===== config.mk =====
export PLATFORM = sky130hd
export DESIGN_NAME = slope_trip_ctrl
export DESIGN_NICKNAME = d
export VERILOG_FILES = /design/src/rtl/stc_pkg.sv /design/src/rtl/stc_ramp.sv /design/src/rtl/stc_qual.sv /design/src/rtl/slope_trip_ctrl.sv
export SDC_FILE = /design/constraint.sdc
export NUM_CORES = 1
export LEC_CHECK = 0
export CORE_MARGIN = 1
export CORE_UTILIZATION = 45
export CTS_CLUSTER_DIAMETER = 100
export CTS_CLUSTER_SIZE = 40
export DETAILED_ROUTE_END_ITERATION = 8
export DONT_BUFFER_PORTS = 1
export PLACE_DENSITY = 0.61
export SLEW_MARGIN = 10
export SYNTH_ARGS = -nofsm -noshare
export SYNTH_HDL_FRONTEND = slang
export SYNTH_SLANG_ARGS = --single-unit

===== constraint.sdc =====
create_clock -name clk -period 3.2 [get_ports clk]
set_input_delay 0.64 -clock clk [delete_from_list [all_inputs] [get_ports clk]]
set_output_delay 0.64 -clock clk [all_outputs]
set_load 0.005 [all_outputs]

===== src/rtl/stc_pkg.sv =====
package stc_pkg;
  localparam int unsigned STC_DW_DEF   = 12;
  localparam int unsigned STC_QUAL_DEF = 4;

  // Ramp register action selected each clock
  typedef enum logic [1:0] {
    RAMP_RUN  = 2'd0,
    RAMP_HOLD = 2'd1,
    RAMP_LOAD = 2'd2
  } ramp_act_e;
endpackage


===== src/rtl/stc_ramp.sv =====
module stc_ramp
  import stc_pkg::*;
#(
  parameter int unsigned DW = STC_DW_DEF
) (
  input  logic          clk,
  input  logic          rst,
  input  logic          sync_i,
  input  logic          hold_i,
  input  logic [DW-1:0] ref_i,
  input  logic [DW-1:0] slope_i,
  output logic [DW-1:0] ramp_o
);
  logic [DW-1:0] ramp_q;
  logic [DW-1:0] step_q;
  ramp_act_e     act;

  // Strobe wins over hold; hold wins over the down-step
  always_comb begin
    if (sync_i)      act = RAMP_LOAD;
    else if (hold_i) act = RAMP_HOLD;
    else             act = RAMP_RUN;
  end

  always_ff @(posedge clk) begin
    if (rst) begin
      ramp_q <= '0;
      step_q <= '0;
    end else begin
      case (act)
        RAMP_LOAD: begin
          ramp_q <= ref_i;
          step_q <= slope_i;
        end
        RAMP_HOLD: ramp_q <= ramp_q;
        default:   ramp_q <= (ramp_q > step_q) ? (ramp_q - step_q) : '0;
      endcase
    end
  end

  assign ramp_o = ramp_q;
endmodule


===== src/rtl/stc_qual.sv =====
module stc_qual #(
  parameter int unsigned DW       = 12,
  parameter int unsigned QUAL_CLKS = 4
) (
  input  logic          clk,
  input  logic          rst,
  input  logic          sync_i,
  input  logic [DW-1:0] isense_i,
  input  logic [DW-1:0] ramp_i,
  output logic          trip_o
);
  localparam int unsigned CW   = (QUAL_CLKS > 1) ? $clog2(QUAL_CLKS) : 1;
  localparam logic [CW-1:0] LAST = CW'(QUAL_CLKS - 1);

  logic [CW-1:0] run_q;
  logic          trip_q;
  logic          hit;

  assign hit = (isense_i > ramp_i);

  always_ff @(posedge clk) begin
    if (rst || sync_i) begin
      run_q  <= '0;
      trip_q <= 1'b0;
    end else if (!trip_q) begin
      if (hit) begin
        if (run_q == LAST) trip_q <= 1'b1;
        else               run_q  <= run_q + 1'b1;
      end else begin
        run_q <= '0;
      end
    end
  end

  assign trip_o = trip_q;
endmodule


===== src/rtl/slope_trip_ctrl.sv =====
module slope_trip_ctrl
  import stc_pkg::*;
#(
  parameter int unsigned NUM_CH    = 3,
  parameter int unsigned DW        = STC_DW_DEF,
  parameter int unsigned QUAL_CLKS = STC_QUAL_DEF
) (
  input  logic                 clk,
  input  logic                 rst,
  input  logic [NUM_CH-1:0]    sync_i,
  input  logic [NUM_CH*DW-1:0] ref_i,
  input  logic [NUM_CH*DW-1:0] slope_i,
  input  logic [NUM_CH*DW-1:0] isense_i,
  output logic [NUM_CH*DW-1:0] ramp_o,
  output logic [NUM_CH-1:0]    trip_o
);
  genvar c;
  generate
    for (c = 0; c < NUM_CH; c++) begin : g_ph
      logic [DW-1:0] ramp_w;
      logic          trip_w;

      stc_ramp #(.DW(DW)) u_ramp (
        .clk    (clk),
        .rst    (rst),
        .sync_i (sync_i[c]),
        .hold_i (trip_w),
        .ref_i  (ref_i[c*DW +: DW]),
        .slope_i(slope_i[c*DW +: DW]),
        .ramp_o (ramp_w)
      );

      stc_qual #(.DW(DW), .QUAL_CLKS(QUAL_CLKS)) u_qual (
        .clk     (clk),
        .rst     (rst),
        .sync_i  (sync_i[c]),
        .isense_i(isense_i[c*DW +: DW]),
        .ramp_i  (ramp_w),
        .trip_o  (trip_w)
      );

      assign ramp_o[c*DW +: DW] = ramp_w;
      assign trip_o[c]          = trip_w;
    end
  endgenerate
endmodule


# [After elaboration in Yosys (flattened, before gate mapping)]
# Cells that the tools add are included.
[word_totals] memories=0 latch_bits=0 mem_bits_ro=0 output_inout_bits=39 mem_bits_rw=0 regBits=81 word_cells=72
[classes] n_reduce_logical=6 muxes=27 n_bitwise=3 eq_ne=12 mul=0 n_lt_le_gt_ge=6 div_mod_pow=0 n_addsub=6 shift=0
[op_table] cell="$gt A12 B12 Y1" n=6
[op_table] cell="$pmux W12 S2" n=3
[op_table] cell="$mux W12" n=3
[op_table] cell="$sub A12 B12 Y12" n=3
[op_table] cell="$mux W2" n=9
[op_table] cell="$eq A2 B2 Y1 const B" n=6
[op_table] cell="$mux W1" n=12
[op_table] cell="$add A2 B1 Y2 const B" n=3
[op_table] cell="$eq A2 B1 Y1 const B" n=3
[op_table] cell="$ne A2 B2 Y1 const B" n=3
[op_table] cell="$reduce_and A2 Y1" n=3
[op_table] cell="$logic_or A1 B1 Y1" n=3
[op_table] cell="$not A1 Y1" n=3

# [Logic depth before layout (Yosys ltp)]
# Gate-level depths: netlist of run 1.
[logic_depth] ltp_word=4 depth_mapped=11 mapped_depth_nobuf=10

# [Modules after synthesis]
# A second synthesis of run 1 with hierarchy kept.
[unflattened] hier_cells=768 area_unflattened_um2=6236.0
[by_module_without_submodules] mod="stc_ramp at g_ph[0].u_ramp ..." instances=2 cells_per_inst=198 seq_area_each_um2=480.5 area_each_um2=1591.5
[by_module_without_submodules] mod="stc_ramp at g_ph[2].u_ramp" instances=1 cells_per_inst=198 seq_area_each_um2=480.5 area_each_um2=1592.8
[by_module_without_submodules] mod="stc_qual" instances=3 cells_per_inst=57 seq_area_each_um2=60.1 area_each_um2=479.2
[by_module_without_submodules] mod="slope_trip_ctrl" instances=1 cells_per_inst=3 seq_area_each_um2=0.0 area_each_um2=22.5

# [Least setup slack after synthesis of run 1]
# OpenSTA, ideal clock, no wires.
[synth_timing] kind="input to register" from="input port isense_i[7]" to="register g_ph[0].u_qual.trip_q" setup_slack_ns=0.855 path_buffers=0 stages=7 setup_time_ns=0.115 required_time_ns=3.085 t_arrival_ns=2.230 cell_sequence="ha_1 -> nand4_1 -> or2_0 -> or3_4 -> and3_4 -> a311o_1 -> and2_1"
[synth_via] elab_chain_cells=3
[synth_lines] item="start: declaration" line="slope_trip_ctrl.sv:13" rtl="input logic [NUM_CH*DW-1:0] isense_i,"
[synth_lines] item="$gt A12 B12 Y1" line="stc_qual.sv:19" rtl="assign hit = (isense_i > ramp_i);"
[synth_lines] item="$mux W1" line="stc_qual.sv:26" rtl="if (hit) begin"
[synth_lines] item="$mux W1" line="stc_qual.sv:25" rtl="end else if (!trip_q) begin"
[synth_lines] item="end signal: assignment" line="stc_qual.sv:24" rtl="trip_q <= 1'b0;"
[synth_lines] item="end signal: assignment" line="stc_qual.sv:27" rtl="if (run_q == LAST) trip_q <= 1'b1;"
[synth_lines] item="end: declaration" line="stc_qual.sv:16" rtl="logic trip_q;"
# No other way between the ends.
# A chain may end at the register's enable or synchronous reset.

# [Worst setup path after layout of run 1]
[layout_timing] from="register g_ph[0].u_ramp.ramp_q[0]" to="register g_ph[0].u_ramp.ramp_q[10]"
[layout_via] elab_chain_cells=3 elab_cells_between_ends=4 classes_between="add/sub: 1; order compare: 1; mux: 2"
[layout_lines] item="start: declaration" line="stc_ramp.sv:14" rtl="logic [DW-1:0] ramp_q;"
[layout_lines] item="start signal: assignment" line="stc_ramp.sv:32" rtl="ramp_q <= ref_i;"
[layout_lines] item="start signal: assignment" line="stc_ramp.sv:35" rtl="RAMP_HOLD: ramp_q <= ramp_q;"
[layout_lines] item="start signal: assignment" line="stc_ramp.sv:36" rtl="default: ramp_q <= (ramp_q > step_q) ? (ramp_q - step_q) : '0;"
[layout_lines] item="$sub A12 B12 Y12 or $gt A12 B12 Y1 (tied branches)" line="stc_ramp.sv:36"
[layout_lines] item="$mux W12 (*)" line="stc_ramp.sv:36"
[layout_lines] item="$pmux W12 S2 (*)" line="stc_ramp.sv:30" rtl="case (act)"
# Mark *: on every way between the ends. The rest lies on a longest branch, timed or not.

==> results of run 1 <==
## placed cells by master (no fill, tap or decap), types with 3 or more instances in the layout
cell and instances:
nand3b_1 4, mux2i_1 36, o21a_1 10, nor2b_1 4
o21bai_1 3, or3_1 6, nor3_1 13, inv_1 89
nand3_1 5, xor2_1 7, a21oi_1 58, a32o_1 3
dfxtp_1 81, xnor2_1 6, a221oi_1 25, and2_1 5
a21boi_0 8, o211ai_1 6, mux2_2 3, clkbuf_1 4
nor4_1 3, clkbuf_16 9, buf_4 3, a211oi_1 8
o2111ai_1 3, o21ai_0 32, nand4_1 19, a21o_1 5
ha_1 75, nand2_1 63, nand2b_1 5, nor2_1 121
o31a_1 3, fa_1 3
## power groups by stage
stage	combinational, mW	sequential [mW]	clock (mW)
global route	1.23	1.21	1.03
finish	1.08	1.20	0.955
CTS	1.07	1.20	0.983
global placement	1.03	1.22	0
detailed placement	1.07	1.22	0
floorplan	0.904	1.18	0
## synthesized netlist by cell type, types with 7 or more instances
cell type  instances  area share
nor2_1           121       0.076
a211oi_1           8       0.010
o21a_1            10       0.013
clkbuf_1          16       0.010
a221oi_1          25       0.037
buf_1              8      0.0051
a21oi_1           58       0.049
o21ai_0           32       0.027
ha_1              75        0.16
nand2_1           63       0.040
nor3_1            13       0.011
a21boi_0           8       0.010
dfxtp_1           81        0.27
xor2_1             7       0.010
inv_1             89       0.056
mux2i_1           36       0.061
nand4_1           19       0.020
## flip-flops by register name (all words and copies together) (netlist names)
name and flops:
g_ph.u_ramp.step_q 36, g_ph.u_qual.run_q 6, g_ph.u_ramp.ramp_o 36, g_ph.u_qual.trip_o 3
## cell families after synthesis
kind of cell               share of synthesized area
DFF                                            0.273
xor gates and xnor gates                      0.0192
muxes                                         0.0663
buffers and inverters                         0.0825
and+or+nand+nor                                0.189
adders and majority gates                      0.168
AOI/OAI and AO/OA                              0.202
## worst paths after layout
check / depth (start not counted) / slack [ns] / to / from
setup / recovery: 10 / 0.59 / g_ph[0].u_ramp.ramp_o[10] / g_ph[0].u_ramp.ramp_o[0]
hold reg to reg: 2 / 0.47 / g_ph[1].u_qual.run_q[1] / g_ph[1].u_qual.run_q[1]
hold / removal: 1 / 0.36 / g_ph[0].u_ramp.step_q[10] / rst
setup reg to reg: 10 / 0.59 / g_ph[0].u_ramp.ramp_o[10] / g_ph[0].u_ramp.ramp_o[0]
## final cells by class
class,instances,area [µm²],share of cell area
Clock buffer,14,254,0.0404
Clock inverter,2,13.8,0.00219
Inverter,89,334,0.0531
Multi-Input combinational cell,565,3830,0.609
Sequential cell,81,1620,0.258
Tap cell,172,215,0.0342
Timing Repair Buffer,3,22.5,0.00358
## metal layers
| layer | share of wire | GRT usage |
|---|---|---|
| met1 | 0.43 | 0.257 |
| met2 | 0.48 | 0.382 |
| met3 | 0.075 | 0.0747 |
| met4 | 0.015 | 0.0633 |
| met5 | 0 | 0 |
## stage by stage
step / cell area (µm²) / hold WS, ns / worst slack [ns]
floorplan: 5940 / 0.440 / 0.855
global placement: 6020 / 0.448 / 0.685
detailed placement: 6020 / 0.473 / 0.621
CTS: 6290 / 0.351 / 0.592
global route: 6290 / 0.352 / 0.354
finish: 6290 / 0.364 / 0.587
==> key figures, run 1 <==
Synth
  – Cells after Synth: approximately 770
  – Seq/Total Area, Yosys: 0.273
  – Synthesized area per cell: between 7 and 8 µm²
  – Warnings from Yosys: 0
  – Mapped Nets: approximately 960
  – Synth cell types: between 50 and 60
  – Yosys reg bits: 81
  – Synthesized area: 0.00594 mm²
  – Synth Flop Type: dfxtp_1
  – Async set-or-reset flop fraction in the synthesized netlist: 0
  – EDFF count, synth: 0

Worst setup path
  – Cell Chain, Critical Path: inv_1, ha_1, inv_1, fa_1, nand3_1, a21oi_1, or3_1, o211a_1, and2_1, a32o_1
  – WS Path Type: flop to flop
  – Family with the most delay on the worst path: simple AND/OR/NAND/NOR gates
  – Crit-path most repeated cell: inv_1
  – Startpoint class of the critical path: flop
  – Slowest stage cell on the critical path: fa_1
  – Critical path required time: around 3.4 ns
  – Setup crit end kind: flop
  – Highest fanout seen on the critical path: 11
  – CP max stage delay: approximately 0.4 ns
  – Critical path data arrival time: between 2 and 3 ns
  – CP bufs+invs: 2

Finish
  – Area growth, synth to finish: 5.87%
  – Fillcell total: about 1300
  – Nets: 940
  – Post-Route Utilization: 0.493
  – Finished Layout Cells: 926
  – Share of post-route cells with drive strength above 1: 0.0279
  – Number of antenna diodes: 0

Place
  – Post-Place Cells: between 900 and 1000
  – Post-DP HPWL: between 10 and 15 mm
  – Port Buffers: 0
  – Gpl congestion: between 0.8 and 0.9

STA
  – Final setup violation count: 0
  – Slew HR: 0.496
  – Worst-Margin Slew: ~0.76 ns
  – Setup tns final: 0 ns
  – RSZ-0062 raised after global routing: no
  – Period minus WS final: ~2.6 ns
  – Final hold vios: 0
  – Fmax: 0.383 GHz
  – Final Cycle Share: 0.817
  – Setup Skew: around 0.004 ns
  – Slew Viols, Final: 0

Routing
  – DRT Pass-1 Iters: 5
  – Initial DRC count: 206
  – Vias per Instance: between 5 and 6
  – Via Count: ~5200
  – DR WL/cell: roughly 16 µm
  – DRC Markers: 0
  – Routed Antenna Nets: 0
  – Final WL: about 15 mm

Power
  – P_leak: approximately 2.6 nW
  – Comb power frac: 0.334
  – Pint: around 2.1 mW
  – Pwr Total: between 3 and 4 mW
  – Switching Power: ~1.1 mW
  – Part of the power in registers: 0.371
  – Switch share: 0.342
  – Clock Power Share: 0.296
  – Power Density: ~510 mW/mm²
  – Maximum VDD drop: about 0.33 mV

GRT
  – Vias in the first global route: around 5200
  – Tot GR Track Use: 0.220
  – Initial antenna violation count: 0
  – Largest net degree at the start of global routing: 77
  – First-pass GRT wire length: 23.6 mm
  – GR Overflow Total: 0

Die
  – Initial core utilization: 0.465
  – Core Region: between 0.01 and 0.015 mm²
  – Die Ht: about 120 µm
  – IO Pins: 152
  – Die ar.: roughly 0.014 mm²
  – Chip width: ~120 µm
  – Site row count: 41

Clock network
  – CTS tree: yes
  – CTS Buffer Depth: 2
  – Cts hold-fix bufs: 0
  – TritonCTS Sinks: a little over 80
  – Resize count post-CTS: 0
  – Skew-Pair Late Insertion Delay: ~0.34 ns
  – Clk root buf: clkbuf_16
  – H-tree levels: 3
  – Setup Fix Bufs, Post-CTS: 0
  – Number of clock buffers inserted by TritonCTS: 9
  – CTS clock-pin slew for the worst setup and hold paths: ~0.06 ns

Job
  – Max-Cap Viols: 0

Hold path
  – Worst hold path class: input pin to flop

Run status
  – Outcome: finished clean
(Power assumes the default switching activity.)
==> run 2, diff against run 1 <==
Settings changed: ABC_AREA set to 1, PLACE_DENSITY 0.61 to 0.63.
Clock period 3.2 ns to 2.3 ns, I/O delays scaled along.
==> key figures, run 2 <==
Routing
  – Top layer in use: met4
  – Final WL: 16.3 mm (+11%)
  – Initial DRC count: 263 (+28%)
  – DR WL/cell: 14.1 µm (-12%)
  – DRT Pass-1 Iters: 5 (unchanged)
  – Via Count: 5862 (+12%)
  – Met1 wire length: 7.81 mm (+22%)
  – Vias per Instance: 5.05 (-11%)
  – Routed wl met2: 7.05 mm (+0.27%)
  – Metal3 WL: 1.13 mm (+1.4%)
  – Routed Antenna Nets: 0 (unchanged)
  – DRC Markers: 0 (unchanged)

STA
  – Setup Skew: 0.00783 ns (+0.00382 ns)
  – RSZ-0062 raised after global routing: no
  – Period minus WS final: 2.02 ns (-0.593 ns)
  – Slew Viols, Final: 0 (unchanged)
  – Fmax: 0.495 GHz (+29%)
  – Final hold slack: 0.180 ns (-0.183 ns)
  – Final setup violation count: 0 (unchanged)
  – Setup WS post-layout: 0.279 ns (-0.307 ns)
  – Setup tns final: 0 ns (unchanged)
  – Final Cycle Share: 0.879 (+0.0618)
  – Worst-Margin Slew: 0.426 ns (-0.330 ns)
  – Slew HR: 0.716 (+0.220)
  – Final hold vios: 0 (unchanged)

Synth
  – Synth Area in Adders: 0.156 (-0.0121)
  – Post-synthesis xor/xnor area fraction: 0.0205 (+0.00135)
  – Post-synth top area share: 0.253 (-0.0197)
  – EDFF count, synth: 0 (unchanged)
  – Post-synthesis simple-gate area fraction: 0.266 (+0.0774)
  – Mapped Nets: 1177 (+23%)
  – Cells after Synth: 986 (+29%)
  – Seq/Total Area, Yosys: 0.253 (-0.0197)
  – Synth cell types: 35 (-33%)
  – Warnings from Yosys: 0 (unchanged)
  – Synth area leader: dfxtp_1
  – Synth Area in Compound Gates: 0.170 (-0.0322)
  – Async set-or-reset flop fraction in the synthesized netlist: 0 (unchanged)
  – Top post-synthesis cells by area: dfxtp_1, ha_1, nand2_1, inv_1, a21oi_1
  – Synth Flop Type: dfxtp_1
  – Synthesized area per cell: 6.50 µm² (-16%)
  – Mux share of post-synthesis cell area: 0 (-0.0663)
  – Synth top cells by count: nand2_1, inv_1, a21oi_1
  – Largest family of logic cells by synthesized area: simple AND/OR/NAND/NOR gates
  – Most frequent cell after synthesis: nand2_1
  – Yosys reg bits: 81 (unchanged)
  – Synthesized area: 0.00640 mm² (+7.8%)

Clock network
  – CTS clock-pin slew for the worst setup and hold paths: 0.06 ns (about the same)
  – Number of clock buffers inserted by TritonCTS: 9 (unchanged)
  – Resize count post-CTS: 0 (unchanged)
  – Skew-Pair Late Insertion Delay: 0.34 ns (about the same)
  – CTS Buffer Depth: 2 (unchanged)
  – CTS tree: yes
  – TritonCTS Sinks: 81 (unchanged)
  – Clk root buf: clkbuf_16
  – Cts hold-fix bufs: 0 (unchanged)
  – Setup Fix Bufs, Post-CTS: 0 (unchanged)
  – H-tree levels: 3 (unchanged)

Worst setup path
  – Setup crit end kind: flop
  – FF-to-FF setup slack: 0.28 ns (-0.31 ns)
  – Startpoint class of the critical path: flop
  – Reg2Reg Depth: 12 (+2)
  – RR Endpoint: g_ph[2].u_ramp.ramp_o[10]
  – CP bufs+invs: 3 (+1)
  – Cell Chain, Critical Path: inv_1, ha_1, inv_1, fa_1, nand3_1, nand2_2, nand3_1, nand3_1, nand2_2, inv_2, nand3_1, a21oi_1
  – Critical path required time: 2.58 ns (-0.85 ns)
  – Highest fanout seen on the critical path: 11 (unchanged)
  – Critical path data arrival time: 2.30 ns (-0.55 ns)
  – Crit-path most repeated cell: nand3_1
  – Worst r2r src: g_ph[2].u_ramp.ramp_o[0]
  – CP max stage delay: 0.39 ns (about the same)
  – Slowest stage cell on the critical path: dfxtp_1
  – WS Path Type: flop to flop
  – Family with the most delay on the worst path: simple AND/OR/NAND/NOR gates

Hold path
  – Min-Delay Endpoint: g_ph[1].u_ramp.ramp_o[2]
  – Worst Hold Path Cells: 1 (unchanged)
  – Worst hold path class: input pin to flop
  – Hold Startpoint: rst

Finish
  – Number of antenna diodes: 0 (unchanged)
  – Finished Layout Cells: 1161 (+25%)
  – Area growth, synth to finish: 6.86%
  – Commonest non-fill, non-tap cell in the layout: nand2_1
  – Share of post-route cells with drive strength above 1: 0.0703 (+0.0425)
  – Nets: 1167 (+24%)
  – Fillcell total: 1460 (+15%)
  – Most frequent cells in the layout: nand2_1, inv_1, a21oi_1, dfxtp_1, o21ai_0

Die
  – Site row count: 43 (+4.9%)
  – IO Pins: 152 (unchanged)
  – Die ar.: 0.0147 mm² (+7.6%)
  – Core Region: 0.0139 mm² (+8.7%)
  – Chip width: 121 µm (+3.7%)
  – Initial core utilization: 0.461 (-0.00386)
  – Die Ht: 121 µm (+3.7%)

Place
  – Post-DP HPWL: 13.2 mm (+16%)
  – Post-Place Cells: 1145 (+26%)
  – Gpl congestion: 0.935 (+5.0%)
  – Port Buffers: 0 (unchanged)
  – DP Worst Slack: 0.292 ns (-0.329 ns)

GRT
  – GR Overflow Total: 0 (unchanged)
  – Tot GR Track Use: 0.230 (+0.00975)
  – Initial antenna violation count: 0 (unchanged)
  – First-pass GRT wire length: 26.4 mm (+12%)
  – Vias in the first global route: 5499 (+6.6%)
  – Largest net degree at the start of global routing: 39 (-49%)

Run status
  – Outcome: finished clean

Power
  – P_leak: 3.37 nW (+28%)
  – Power Density: 694 mW/mm² (+35%)
  – Maximum VDD drop: 0.335 mV (+1.2%)
  – Pwr Total: 4.75 mW (+47%)

Job
  – Max-Cap Viols: 0 (unchanged)
## run 2: cell types whose count changed in the layout (fill, tap and decap cells not counted), moves of 25 or more
cell / before / now
a21oi_1: 58 / 85
a221oi_1: 25 / 0
inv_1: 89 / 186
mux2i_1: 36 / 0
nand2_1: 63 / 215
nand3_1: 5 / 62
nor2_1: 121 / 74
o21ai_0: 32 / 78
## run 2: worst max path at each step
stage / slack [ns] / cells after the start / endpoint / from
after floorplan: 0.47 / 13 / g_ph[0].u_ramp.ramp_o[8] / g_ph[0].u_ramp.ramp_o[0]
after global placement: 0.36 / 12 / g_ph[1].u_ramp.ramp_o[8] / g_ph[1].u_ramp.ramp_o[0]
after detailed placement: 0.29 / 12 / g_ph[2].u_ramp.ramp_o[10] / g_ph[2].u_ramp.ramp_o[0]
after CTS: 0.28 / 12 / g_ph[2].u_ramp.ramp_o[10] / g_ph[2].u_ramp.ramp_o[0]
after global routing: 0.06 / 12 / g_ph[2].u_ramp.ramp_o[10] / g_ph[2].u_ramp.ramp_o[0]
final: 0.28 / 12 / g_ph[2].u_ramp.ramp_o[10] / g_ph[2].u_ramp.ramp_o[0]
## run 2: layout make-up
cell class                 instances  area (µm²)  share of cell area
timing repair buffer               6        45.0             0.00658
sequential                        81        1620               0.237
clock inverter                     4        51.3             0.00750
tap                              180         225              0.0329
multi-input combinational        687        3930               0.573
inverter                         191         719               0.105
clock buffer                      12         256              0.0375
## run 2: cells by family (layout without fill, tap and decap cells)
logic type	after synthesis	after routing
flops	81	81
fa+ha+maj	78	78
xor+xnor	15	15
buf+inv	218	213
compound gates	197	197
simple gates	397	397
## run 2: layer usage
metal / up-vias / global-route usage
met1: 2569 / 0.298
met2: 145 / 0.363
met4: 0 / 0.0856
met3: 26 / 0.0606
li1: 3122 / -
met5: - / 0
## run 2: power by group
part           internal [mW]  total [mW]  leakage, nW  switching, mW
Sequential              1.52        1.63        0.670          0.111
Combinational          0.605        1.63         2.55           1.03
Clock                  0.900        1.48        0.149          0.584
## run 2: worst reg2reg max path, stage by stage, from the launching register on
cell and delay [ns]:
dfxtp_1 0.39, inv_1 0.08, ha_1 0.19, inv_1 0.13
fa_1 0.27, nand3_1 0.10, nand2_2 0.12, nand3_1 0.07
nand3_1 0.09, nand2_2 0.07, inv_2 0.20, nand3_1 0.12
a21oi_1 0.12
## run 2: metrics by stage
stage | util | cell area, µm²
after floorplan | - | 6400
after global placement | 0.471 | 6540
after detailed placement | 0.471 | 6540
after CTS | 0.493 | 6840
after global routing | 0.493 | 6840
final | 0.493 | 6840
